==> src/rtl/acc_bus_pkg.sv <==
package acc_bus_pkg;

   typedef enum logic [1:0] {
      OP_ADD = 2'b00,
      OP_SUB = 2'b01,
      OP_AND = 2'b10,
      OP_OR  = 2'b11
   } alu_op_e;

   // bus source slots (index into the source vector)
   localparam int SRC_IN    = 0;
   localparam int SRC_X     = 1;
   localparam int SRC_Z     = 2;
   localparam int SRC_COUNT = 3;

endpackage

==> src/rtl/acc_bus_select.sv <==
module acc_bus_select #(
   parameter int WIDTH = 8,
   parameter int NSRC  = 3
) (
   input  logic                        clk,
   input  logic                        rst,
   input  logic [NSRC-1:0][WIDTH-1:0]  src,
   input  logic [NSRC-1:0]             en,
   output logic [WIDTH-1:0]            bus,
   output logic                        conflict
);

   if (NSRC < 2) begin : g_nsrc_check
      $error("acc_bus_select: NSRC must be at least 2");
   end

   logic [NSRC-1:0][WIDTH-1:0] masked;
   logic [WIDTH-1:0]           merged;

   for (genvar s = 0; s < NSRC; s++) begin : g_mask
      assign masked[s] = en[s] ? src[s] : '0;
   end

   always_comb begin
      merged = '0;
      for (int s = 0; s < NSRC; s++) begin
         merged = merged | masked[s];
      end
   end

   assign conflict = ($countones(en) > 1);
   assign bus      = conflict ? '0 : merged;

   assert_conflict_bus_zero_R7 : assert property (@(posedge clk) disable iff (rst)
      conflict |-> (bus == '0));

   assert_single_source_R2 : assert property (@(posedge clk) disable iff (rst)
      $onehot0(en) |-> !conflict);

endmodule

==> src/rtl/acc_alu.sv <==
module acc_alu
   import acc_bus_pkg::*;
#(
   parameter int WIDTH      = 8,
   parameter bit SUB_BORROW = 1'b1
) (
   input  logic [WIDTH-1:0] opa,
   input  logic [WIDTH-1:0] opb,
   input  alu_op_e          op,
   output logic [WIDTH-1:0] result,
   output logic             carry,
   output logic             zero
);

   localparam int EXT = WIDTH + 1;

   logic [EXT-1:0] sum_ext;
   logic [EXT-1:0] diff_ext;
   logic           sub_flag;

   assign sum_ext  = {1'b0, opa} + {1'b0, opb};
   assign diff_ext = {1'b0, opa} - {1'b0, opb};

   if (SUB_BORROW) begin : g_borrow
      assign sub_flag = diff_ext[WIDTH];
   end else begin : g_carry_out
      assign sub_flag = ~diff_ext[WIDTH];
   end

   always_comb begin
      unique case (op)
         OP_ADD: begin result = sum_ext[WIDTH-1:0];  carry = sum_ext[WIDTH]; end
         OP_SUB: begin result = diff_ext[WIDTH-1:0]; carry = sub_flag;       end
         OP_AND: begin result = opa & opb;           carry = 1'b0;           end
         OP_OR:  begin result = opa | opb;           carry = 1'b0;           end
         default: begin result = '0;                 carry = 1'b0;           end
      endcase
   end

   assign zero = (result == '0);

endmodule

==> src/rtl/acc_reg.sv <==
module acc_reg #(
   parameter int WIDTH = 8
) (
   input  logic             clk,
   input  logic             rst,
   input  logic             load,
   input  logic [WIDTH-1:0] d,
   output logic [WIDTH-1:0] q
);

   always_ff @(posedge clk) begin
      if (rst)       q <= '0;
      else if (load) q <= d;
   end

   assert_hold_R8 : assert property (@(posedge clk) disable iff (rst)
      !load |=> $stable(q));

endmodule

==> src/rtl/acc_bus_datapath.sv <==
module acc_bus_datapath
   import acc_bus_pkg::*;
#(
   parameter int WIDTH      = 8,
   parameter bit SUB_BORROW = 1'b1
) (
   input  logic             clk,
   input  logic             rst,
   input  logic [WIDTH-1:0] data_in,
   input  logic             drv_in,
   input  logic             drv_x,
   input  logic             drv_z,
   input  logic             ld_x,
   input  logic             ld_a,
   input  logic             ld_z,
   input  logic [1:0]       alu_op,
   output logic [WIDTH-1:0] data_out,
   output logic             zero_flag,
   output logic             carry_flag,
   output logic             bus_conflict
);

   if (WIDTH < 2) begin : g_width_check
      $error("acc_bus_datapath: WIDTH must be at least 2");
   end

   localparam int FLAGS = 2;

   logic [WIDTH-1:0]                x_q, a_q, z_q, bus_val, alu_res;
   logic [SRC_COUNT-1:0][WIDTH-1:0] srcs;
   logic [SRC_COUNT-1:0]            src_en;
   logic                            alu_c, alu_zero;
   logic [FLAGS-1:0]                flags_q;

   assign srcs[SRC_IN]   = data_in;
   assign srcs[SRC_X]    = x_q;
   assign srcs[SRC_Z]    = z_q;
   assign src_en[SRC_IN] = drv_in;
   assign src_en[SRC_X]  = drv_x;
   assign src_en[SRC_Z]  = drv_z;

   acc_bus_select #(.WIDTH(WIDTH), .NSRC(SRC_COUNT)) u_bus (
      .clk(clk), .rst(rst), .src(srcs), .en(src_en),
      .bus(bus_val), .conflict(bus_conflict)
   );

   acc_alu #(.WIDTH(WIDTH), .SUB_BORROW(SUB_BORROW)) u_alu (
      .opa(a_q), .opb(bus_val), .op(alu_op_e'(alu_op)),
      .result(alu_res), .carry(alu_c), .zero(alu_zero)
   );

   acc_reg #(.WIDTH(WIDTH)) u_reg_x (
      .clk(clk), .rst(rst), .load(ld_x), .d(bus_val), .q(x_q));
   acc_reg #(.WIDTH(WIDTH)) u_reg_a (
      .clk(clk), .rst(rst), .load(ld_a), .d(bus_val), .q(a_q));
   acc_reg #(.WIDTH(WIDTH)) u_reg_z (
      .clk(clk), .rst(rst), .load(ld_z), .d(alu_res), .q(z_q));
   acc_reg #(.WIDTH(FLAGS)) u_reg_flags (
      .clk(clk), .rst(rst), .load(ld_z), .d({alu_c, alu_zero}), .q(flags_q));

   assign data_out   = z_q;
   assign zero_flag  = flags_q[0];
   assign carry_flag = flags_q[1];

   assert_reset_clears_R1 : assert property (@(posedge clk)
      rst |=> (data_out == '0 && !zero_flag && !carry_flag));

   assert_load_from_in_R2 : assert property (@(posedge clk) disable iff (rst)
      (ld_a && drv_in && !drv_x && !drv_z) |=> (a_q == $past(data_in)));

   assert_zero_flag_R5 : assert property (@(posedge clk) disable iff (rst)
      ld_z |=> (zero_flag == (data_out == '0)));

   assert_logic_no_carry_R6 : assert property (@(posedge clk) disable iff (rst)
      (ld_z && alu_op[1]) |=> !carry_flag);

   assert_z_flags_hold_R8 : assert property (@(posedge clk) disable iff (rst)
      !ld_z |=> ($stable(data_out) && $stable(zero_flag) && $stable(carry_flag)));

endmodule

==> config.mk <==
export PLATFORM = sky130hd
export DESIGN_NAME = acc_bus_datapath
export DESIGN_NICKNAME = d
export VERILOG_FILES = /design/src/rtl/acc_bus_pkg.sv /design/src/rtl/acc_bus_select.sv /design/src/rtl/acc_alu.sv /design/src/rtl/acc_reg.sv /design/src/rtl/acc_bus_datapath.sv
export SDC_FILE = /design/constraint.sdc
export NUM_CORES = 1
export LEC_CHECK = 0
export BUFFER_PORTS_ARGS = -buffer_cell sky130_fd_sc_hd__buf_4
export CORE_ASPECT_RATIO = 1.25
export CORE_UTILIZATION = 42
export DETAILED_ROUTE_END_ITERATION = 16
export SLEW_MARGIN = 20
export SYNTH_ARGS = -nofsm -noshare
export SYNTH_HDL_FRONTEND = slang
export SYNTH_HIERARCHICAL = 1
export SYNTH_SLANG_ARGS = --single-unit
==> constraint.sdc <==
create_clock -name clk -period 3.6 [get_ports clk]
set_clock_uncertainty 0.2 [all_clocks]
set_input_delay 0.18 -clock clk [delete_from_list [all_inputs] [get_ports clk]]
set_output_delay 0.18 -clock clk [all_outputs]
set_load 0.01 [all_outputs]
==> flow_summary.json <==
{
  "outcome": "completed",
  "peakVddDrop_uv": 268,
  "postPlaceCellArea_um2": 2470,
  "max_slew.worst_pin.slew_ps": 406,
  "grt_pass1_wl_um": 8920,
  "critical_path_arrival_ps": 3340,
  "slew_headroom": 0.730,
  "routed-via-count": 1989,
  "path_clk_slew_ps": 90,
  "wl_um": 5310,
  "p_per_area_nw_per_um2": 340,
  "power.leakage_nw": 1.15,
  "cts-hold-fix-buffers": 0,
  "finalNetCount": 337,
  "worstPathMaxFanout": 9,
  "max_freq_mhz": 301,
  "seq_area_frac_synth": 0.231,
  "die_area_um2": 5660,
  "drcViolationCount": 0,
  "cts_htree_levels": 1,
  "design_area_um2": 2550,
  "antenna_found_initial": 0,
  "finalPower_mw": 0.867,
  "vias_per_cell": 5.63,
  "drtIter0Drc": 140,
  "hold_path.class": "primary input to flop",
  "core.rowCount": 29,
  "gp_congestion": 0.801,
  "regArea_um2": 520,
  "dieWidth_um": 67.5,
  "cts_resized": 0,
  "tns_ps": 0,
  "grt_pass1_vias": 1904,
  "cts_buffers": 3,
  "synthFlopType": "dfxtp_1",
  "yosysWarningCount": 6,
  "synthTopCellsByArea": "dfxtp_1, ha_1, mux2i_1",
  "cts_tree": "done",
  "core_um2": 5120,
  "fill_cells": 507,
  "grt.total_usage": 0.204,
  "syn_inst": 266,
  "cts_root_buf": "clkbuf_8",
  "grt_remaining_overflow": 0,
  "slew_viol_final": 0,
  "ys_ff_latch": 26,
  "num_io_pins": 29,
  "synth_edf_count": 0,
  "drt_first_pass_iters": 5,
  "grt_setup_unrepaired": "no",
  "final_cell_mix": "nor2_1, buf_4, mux2i_1",
  "yosysUniqueCellTypes": 47,
  "path_cells": "buf_4, ha_1, a21o_1, nor2_1, ha_1, fa_1, a211oi_2, o311a_1, mux2i_1, nand2_1, or4b_1, nor4_2, mux2i_1, nor2_1",
  "setup_viol": 0,
  "finalHoldViolCount": 0,
  "final_common_cell": "nor2_1",
  "crit_type": "primary input to flop",
  "cp.required_ps": 3620,
  "insertion_delay_ps": 270,
  "yosysTopAreaCellShare": 0.231,
  "io_buffers": 28,
  "initial_core_util": 0.440,
  "n_antenna_cell": 0,
  "cts.path.max_buffers": 2,
  "synth.avg_cell_area_um2": 8.47,
  "cap_violations": 0,
  "endpoint_kind": "flop",
  "slowest_delay_ps": 570,
  "area_growth_pct": 13.0,
  "ant_nets": 0,
  "path_buf_inv": 1,
  "startpoint_type": "primary input",
  "grt_max_degree": 27,
  "syn_area_um2": 2250,
  "period_share": 0.923,
  "cp_top_family": "simple AND/OR/NAND/NOR gates",
  "wl_per_cell_um": 15.0,
  "layout_min_cycle_time_ps": 3320,
  "async_reset_ff_frac": 0,
  "die_h_um": 83.9,
  "multiInputGateArea_um2": 1490,
  "layout-drive-gt1-share": 0.186,
  "clock_sinks": 26,
  "postCtsSetupBuffers": 0,
  "cp_slowest_cell": "or4b_1",
  "yosys.area.top_type": "dfxtp_1",
  "synth_nets": 311,
  "dp_hpwl_um": 4130
}
## logic make-up after synthesis
| group | count (synthesis) | share of synthesized area |
|---|---|---|
| buf+inv | 43 | 0.109 |
| mux | 30 | 0.134 |
| simple gates | 74 | 0.151 |
| compound gates | 63 | 0.207 |
| flops | 26 | 0.231 |
| xor+xnor | 3 | 0.0117 |
| fa+ha+maj | 27 | 0.157 |
## path summary, 6_finish.rpt
| check | endpoint | start | slack (ps) | cells past startpoint |
|---|---|---|---|---|
| worst max-delay path | u_reg_flags/q[0] | drv_in | 280 | 14 |
| worst min-delay path | u_reg_a/q[6] | rst | 60 | 2 |
| worst max register to register | u_reg_flags/q[0] | u_reg_x/q[0] | 330 | 12 |
| worst min register to register | u_reg_x/q[4] | u_reg_x/q[4] | 310 | 2 |
## metal layers
layer | track usage | vias up | wire length [µm]
li1 | - | 992 | -
met1 | 0.276 | 929 | 2470
met2 | 0.327 | 56 | 2540
met3 | 0.0178 | 12 | 190
met4 | 0.0735 | 0 | 106
met5 | 0 | - | 0
## power breakdown
part           leakage (nW)  internal [mW]  switching (mW)
clock network        0.0357          0.149          0.0932
logic                 0.905          0.140           0.166
registers             0.212          0.305          0.0140
total                  1.15          0.594           0.273
## cell usage after synthesis (all sizes together) (3+ instances only)
master  number
o211ai       5
ha          25
clkbuf       6
nor3         4
nor2b        3
nor2        50
o21ai       13
a222oi       8
mux2i       29
dfxtp       26
nand2        8
buf         13
a221oi       4
inv         24
a21oi       13
## layout make-up
type,instances,share of cell area
multi-input combinational,197,0.584
sequential,26,0.204
tap,62,0.0305
clock inverter,1,0.0118
timing repair buffer,40,0.118
inverter,24,0.0354
clock buffer,3,0.0162
## flip-flops by register name, indices dropped and copies added (netlist names)
register	count
u_reg_x/q	8
u_reg_a/q	8
u_reg_flags/q	2
u_reg_z/q	8
## metrics by stage
step	hold WS (ps)	std cells	setup slack (ps)	utilization
floorplan	52.4	266	465	-
global placement	282	349	102	0.484
detailed placement	288	349	4.60	0.484
CTS	60.8	353	293	0.498
global route	62.8	353	44.8	0.498
finish	55.9	353	279	0.498
(Power assumes the default switching activity.)
